===== src/rtl/tlp_trace_pkg.sv =====
package tlp_trace_pkg;

  typedef enum logic [1:0] {
    CLS_P    = 2'd0,
    CLS_NP   = 2'd1,
    CLS_CPLA = 2'd2,
    CLS_CPLB = 2'd3
  } tlpClass_e;

  // strobes from the configuration decoder to the capture datapath
  typedef struct packed {
    logic        block;       // no capture at all
    logic        portMode;    // 1: port mask, 0: requester match
    logic [15:0] filtVal;
    logic        outbEn;      // outbound headers traced
    logic [3:0]  inbClassEn;  // inbound headers traced, indexed by class code
    logic [2:0]  typeSel;     // posted, non-posted, completion
  } capCtl_t;

endpackage


===== src/rtl/trace_cfg_ctrl.sv =====
module trace_cfg_ctrl
  import tlp_trace_pkg::*;
(
  input  logic        clk,
  input  logic        rstN,
  input  logic        traceEn,
  input  logic [19:0] cfgFilter,
  input  logic [7:0]  cfgType,
  input  logic [3:0]  cfgDir,
  input  logic [3:0]  cfgFmt,
  output capCtl_t     ctl,
  output logic        cfgErr
);

  logic       fmt8;
  logic       dirBad;
  logic       typeBad;
  logic       filtBad;
  logic       illegal;
  logic       outbEn;
  logic [3:0] inbEn;
  logic [2:0] typeLow;

  assign fmt8    = (cfgFmt == 4'd1);
  assign typeLow = cfgType[2:0];

  // direction decode, meaning depends on entry format
  always_comb begin
    outbEn = 1'b0;
    inbEn  = 4'b0000;
    dirBad = (cfgDir[3:2] != 2'b00) || (cfgFmt[3:1] != 3'b000);
    case ({fmt8, cfgDir[1:0]})
      3'b0_00: inbEn = 4'b1111;
      3'b0_01: outbEn = 1'b1;
      3'b0_10: begin outbEn = 1'b1; inbEn = 4'b1011; end
      3'b0_11: begin outbEn = 1'b1; inbEn = 4'b0100; end
      3'b1_00: dirBad = 1'b1;
      3'b1_01: outbEn = 1'b1;
      3'b1_10: inbEn = 4'b1011;
      3'b1_11: inbEn = 4'b0100;
      default: dirBad = 1'b1;
    endcase
  end

  assign typeBad = (typeLow == 3'b000) || (cfgType[7:3] != 5'd0) ||
                   (outbEn && ((typeLow & (typeLow - 3'd1)) != 3'b000));
  assign filtBad = (cfgFilter[18:16] != 3'b000);
  assign illegal = dirBad || typeBad || filtBad;

  always_comb begin
    ctl.block      = !traceEn || illegal;
    ctl.portMode   = cfgFilter[19];
    ctl.filtVal    = cfgFilter[15:0];
    ctl.outbEn     = outbEn;
    ctl.inbClassEn = inbEn;
    ctl.typeSel    = typeLow;
  end

  always_ff @(posedge clk) begin
    if (!rstN) cfgErr <= 1'b0;
    else       cfgErr <= traceEn && illegal;
  end

  // error flag only ever follows an enabled cycle
  assert_err_gate_R9: assert property (@(posedge clk) disable iff (!rstN)
    !$past(traceEn) |-> !cfgErr);

endmodule


===== src/rtl/trace_match_path.sv =====
module trace_match_path
  import tlp_trace_pkg::*;
#(
  parameter int HDR_W      = 128,
  parameter int NUM_PORTS  = 16,
  parameter int PORT_IDX_W = 4
) (
  input  logic                  clk,
  input  logic                  rstN,
  input  capCtl_t               ctl,
  input  logic                  inValid,
  output logic                  inReady,
  input  logic [HDR_W-1:0]      inHdr,
  input  logic                  inOutbound,
  input  logic [15:0]           inReqId,
  input  logic [PORT_IDX_W-1:0] inPort,
  input  logic [1:0]            inClass,
  output logic                  capValid,
  input  logic                  capReady,
  output logic [HDR_W-1:0]      capHdr
);

  logic [NUM_PORTS-1:0] portSel;
  logic portHit, reqHit, filtHit, typeHit, dirHit, hit, accept;

  genvar g;
  generate
    for (g = 0; g < NUM_PORTS; g++) begin : gPortDec
      assign portSel[g] = (inPort == PORT_IDX_W'(g)) && ctl.filtVal[g];
    end
  endgenerate

  assign portHit = |portSel;
  assign reqHit  = (inReqId == ctl.filtVal);
  assign filtHit = ctl.portMode ? portHit : reqHit;
  assign typeHit = inClass[1] ? ctl.typeSel[2]
                 : (inClass[0] ? ctl.typeSel[1] : ctl.typeSel[0]);
  assign dirHit  = inOutbound ? ctl.outbEn : ctl.inbClassEn[inClass];
  assign hit     = !ctl.block && filtHit && typeHit && dirHit;

  assign inReady = !capValid || capReady;
  assign accept  = inValid && inReady;

  always_ff @(posedge clk) begin
    if (!rstN) begin
      capValid <= 1'b0;
      capHdr   <= '0;
    end else if (accept) begin
      capValid <= hit;
      capHdr   <= inHdr;
    end else if (capReady) begin
      capValid <= 1'b0;
    end
  end

  assert_stall_hold_R2: assert property (@(posedge clk) disable iff (!rstN)
    (capValid && !capReady) |=> (capValid && $stable(capHdr)));

  assert_block_R9: assert property (@(posedge clk) disable iff (!rstN)
    (accept && ctl.block) |=> !capValid);

  assert_outb_off_R8: assert property (@(posedge clk) disable iff (!rstN)
    (accept && inOutbound && !ctl.outbEn) |=> !capValid);

endmodule


===== src/rtl/tlp_trace_filter.sv =====
module tlp_trace_filter
  import tlp_trace_pkg::*;
#(
  parameter int HDR_W      = 128,
  parameter int NUM_PORTS  = 16,
  parameter int PORT_IDX_W = (NUM_PORTS > 1) ? $clog2(NUM_PORTS) : 1
) (
  input  logic                  clk,
  input  logic                  rstN,
  input  logic                  traceEn,
  input  logic [19:0]           cfgFilter,
  input  logic [7:0]            cfgType,
  input  logic [3:0]            cfgDir,
  input  logic [3:0]            cfgFmt,
  input  logic                  inValid,
  output logic                  inReady,
  input  logic [HDR_W-1:0]      inHdr,
  input  logic                  inOutbound,
  input  logic [15:0]           inReqId,
  input  logic [PORT_IDX_W-1:0] inPort,
  input  logic [1:0]            inClass,
  output logic                  capValid,
  input  logic                  capReady,
  output logic [HDR_W-1:0]      capHdr,
  output logic                  cfgErr
);

  capCtl_t ctl;

  trace_cfg_ctrl uCtrl (
    .clk(clk), .rstN(rstN), .traceEn(traceEn), .cfgFilter(cfgFilter),
    .cfgType(cfgType), .cfgDir(cfgDir), .cfgFmt(cfgFmt),
    .ctl(ctl), .cfgErr(cfgErr)
  );

  trace_match_path #(.HDR_W(HDR_W), .NUM_PORTS(NUM_PORTS), .PORT_IDX_W(PORT_IDX_W)) uPath (
    .clk(clk), .rstN(rstN), .ctl(ctl), .inValid(inValid), .inReady(inReady),
    .inHdr(inHdr), .inOutbound(inOutbound), .inReqId(inReqId), .inPort(inPort),
    .inClass(inClass), .capValid(capValid), .capReady(capReady), .capHdr(capHdr)
  );

  assert_trace_off_R3: assert property (@(posedge clk) disable iff (!rstN)
    (inValid && inReady && !traceEn) |=> !capValid);

endmodule


===== config.mk =====
export PLATFORM = sky130hd
export DESIGN_NAME = tlp_trace_filter
export DESIGN_NICKNAME = d
export VERILOG_FILES = /design/src/rtl/tlp_trace_pkg.sv /design/src/rtl/trace_cfg_ctrl.sv /design/src/rtl/trace_match_path.sv /design/src/rtl/tlp_trace_filter.sv
export SDC_FILE = /design/constraint.sdc
export NUM_CORES = 1
export LEC_CHECK = 0
export CAP_MARGIN = 25
export CELL_PAD_IN_SITES_DETAIL_PLACEMENT = 1
export CELL_PAD_IN_SITES_GLOBAL_PLACEMENT = 2
export CORE_ASPECT_RATIO = 0.9
export CORE_MARGIN = 2
export CORE_UTILIZATION = 22
export DETAILED_ROUTE_END_ITERATION = 16
export PLACE_DENSITY_LB_ADDON = 0.1
export SYNTH_ARGS = -nofsm -noshare
export SYNTH_HDL_FRONTEND = slang
export SYNTH_HIERARCHICAL = 1
export SYNTH_SLANG_ARGS = --single-unit

===== constraint.sdc =====
create_clock -name clk -period 3.35 [get_ports clk]
set_clock_uncertainty 0.05 [all_clocks]
set_input_delay 0.335 -clock clk [delete_from_list [all_inputs] [get_ports clk]]
set_output_delay 0.335 -clock clk [all_outputs]
set_load 0.005 [all_outputs]

==> impl_metrics.env <==
export IMPL_status="completed"
export IMPL_die_y_um=154.1
export IMPL_rsz0062_at_grt="false"
export IMPL_final_common_cell="clkdlybuf4s50_1"
export IMPL_dr_pass1_iters=4
export IMPL_grt_pass1_vias=5641
export IMPL_internal_power_mw=3.315
export IMPL_synth_xor_area_share_pct=2.546
export IMPL_yosys_area_top_type="dfxtp_1"
export IMPL_wl_per_cell_um=16.11
export IMPL_grt_start_max_net_pins=73
export IMPL_wl_mm=20.52
export IMPL_cap_viol_max_count=0
export IMPL_die_area_mm2=0.02630
export IMPL_yosysSeqAreaShare_pct=47.28
export IMPL_path_clk_slew_ns=0.05
export IMPL_vias=5342
export IMPL_slew_headroom_pct=66.61
export IMPL_max_freq_mhz=462.2
export IMPL_ant_nets=0
export IMPL_clock_latency_ns=0.41
export IMPL_drt_initial_drc_count=207
export IMPL_fin_crit_sh_pct=64.58
export IMPL_hold_class="in2reg"
export IMPL_sw_frac_of_total_pct=23.72
export IMPL_seq_power_share_pct=38.5
export IMPL_comb_power_share_pct=15.2
export IMPL_p_leak_nw=3.532
export IMPL_cp_end_kind="register"
export IMPL_hold_viol_final=0
export IMPL_syn_instance_count=643
export IMPL_setup_viol=0
export IMPL_yosys_cell_types_count=33
export IMPL_cts_sinks=130
export IMPL_min_period_ns=2.164
export IMPL_fin_util_pct=38.64
export IMPL_yosys_warnings=6
export IMPL_core_rowCount=54
export IMPL_core_area_mm2=0.02439
export IMPL_hp_start="rstN"
export IMPL_final_cell_mix="clkdlybuf4s50_1 (321), nand2_1 (260), dfxtp_1 (130)"
export IMPL_drc=0
export IMPL_clock_power_share_pct=46.2
export IMPL_cp_startpoint="cfgFmt[3]"
export IMPL_synth_top_family_by_area="simple AND/OR/NAND/NOR gates"
export IMPL_root_buffer="clkbuf_16"
export IMPL_max_vdd_ir_drop_uv=215.2
export IMPL_drv_slew=0
export IMPL_numCtsBuffers=17
export IMPL_nets=1117
export IMPL_area_growth_pct=71.24
export IMPL_io_buffer_count=322
export IMPL_finalSetupTns_ns=0
export IMPL_synth_simple_gate_area_share_pct=20.41
export IMPL_ctsHoldBuffers=0
export IMPL_grt_use_total_pct=15.56
export IMPL_synth_area_leaders="dfxtp_1 (47%), nand2_1 (18%), a21boi_0 (14%)"
export IMPL_fin_area_mm2=0.009425
export IMPL_p_per_area_mw_per_mm2=461.1
export IMPL_cp_start_kind="input port"
export IMPL_gp_congestion=0.8044
export IMPL_synth_fa_ha_area_share_pct=0.1819
export IMPL_start_util_pct=22.57
export IMPL_synth_nets=835
export IMPL_tightestPinTransition_ns=0.5009
export IMPL_post_dp_hpwl_mm=15.27
export IMPL_required_ns=3.64
export IMPL_antenna_found_initial=1
export IMPL_drive_gt1_share_pct=4.589
export IMPL_die_x_um=170.7
export IMPL_htree_levels=4
export IMPL_reg2reg_from="uPath/capValid$_SDFFE_PN0P_"
export IMPL_postCtsSetupBuffers=0
export IMPL_synth_compound_area_share_pct=19.03
export IMPL_cts_resized=0
export IMPL_tritoncts="yes"
export IMPL_place_area_mm2=0.008793
export IMPL_avgViaCountPerCell=4.193
export IMPL_synth_seq_cells=130
export IMPL_clock_path_buffers=2
export IMPL_synth_top_area_share_pct=47.28
export IMPL_critical_path_class="in2reg"
export IMPL_io_pins=323
export IMPL_synth_mux_area_share_pct=2.501
export IMPL_netlist_area_mm2=0.005504
export IMPL_synth_avg_cell_area_um2=8.560
export IMPL_path_max_fanout=3
export IMPL_cp_arrival_ns=2.45
export IMPL_switchingPower_mw=1.031
export IMPL_grt_first_pass_wirelength_mm=31.62
export IMPL_gr_total_overflow=0
-- power groups by stage --
| stage | Sequential [mW] | Clock (mW) | Combinational (mW) |
|---|---|---|---|
| 3_3_place_gp | 1.70 | 0 | 0.660 |
| 5_1_grt | 1.69 | 2.16 | 0.725 |
| 4_1_cts | 1.68 | 2.08 | 0.676 |
| 3_5_place_dp | 1.71 | 0 | 0.672 |
| 2_1_floorplan | 1.71 | 0 | 0.223 |
| 6_report | 1.67 | 2.01 | 0.663 |
-- cells by family after synthesis --
kind of cell,Yosys count
AND/OR/NAND/NOR,283
AO/OA/AOI/OAI,139
flip-flops,130
buffers and inverters,68
XOR/XNOR,16
multiplexers,6
adder cells (fa/ha/maj),1
-- cell type report --
class / count / area [um^2]
clock inverter: 13 / 200.2
sequential: 130 / 2603
tap: 336 / 420.4
multi-input combinational: 445 / 2469
antenna: 1 / 2.502
fill: 2844 / 14970
clock buffer: 18 / 429.2
timing repair buffer: 328 / 3291
inverter: 3 / 11.26
-- metrics by stage --
stage / setup slack [ns] / power (mW) / std cells / hold WS [ns]
final: 1.186 / 4.346 / 1274 / 0.2659
after CTS: 1.223 / 4.435 / 1273 / 0.2567
after floorplan: 1.522 / 1.936 / 643 / 0.3988
after detailed placement: 0.7930 / 2.382 / 1242 / 0.3991
after global routing: 0.9882 / 4.568 / 1274 / 0.2747
after global placement: 0.8731 / 2.365 / 1242 / 0.3917
-- path summary, 6_finish.rpt --
kind,cells past startpoint,slack [ns],end
hold / removal,3,0.27,uCtrl/cfgErr$_SDFF_PN0_
setup / recovery,8,1.19,uPath/capValid$_SDFFE_PN0P_
setup reg to reg,5,1.66,uPath/capHdr[53]$_SDFFE_PN0P_
hold reg to reg,2,0.40,uPath/capHdr[70]$_SDFFE_PN0P_
-- worst max-delay path: stages --
cell	delay (ns)
clkdlybuf4s50_1	0.48
nor4b_4	0.41
a21oi_2	0.12
a2111oi_2	0.36
nand2_1	0.09
nor4b_1	0.32
o2111ai_1	0.17
a21oi_1	0.17
-- cells in the mapped netlist, drive strengths merged --
cell type and count:
nand3 2, nand3b 2, maj3 1, xor2 16, a21o 2, and2 1
a2111oi 1, a21oi 3, mux2i 1, buf 50, nor2b 1, dfxtp 130
nand2b 1, o2111ai 1, nor2 4, a41o 1, a21boi 128, o21ai 1
nand2 261, mux4 5, o22ai 1, nor4b 2, a211oi 1, clkbuf 15
nor4 6, inv 3, nor3 3
-- layer usage --
layer,track usage [%],wire [um],vias to the layer above,share of wire [%]
li1,-,-,2643,-
met1,18.12,8524,2482,42
met2,26.57,9949,198,48
met3,5.689,1805,19,8.8
met4,4.721,243,0,1.2
met5,0,0,-,0
-- state kept, by name, indices dropped and copies added, names as in the netlist --
name / flops
uCtrl/cfgErr: 1
uPath/capHdr: 128
uPath/capValid: 1
(Power assumes the default switching activity.)
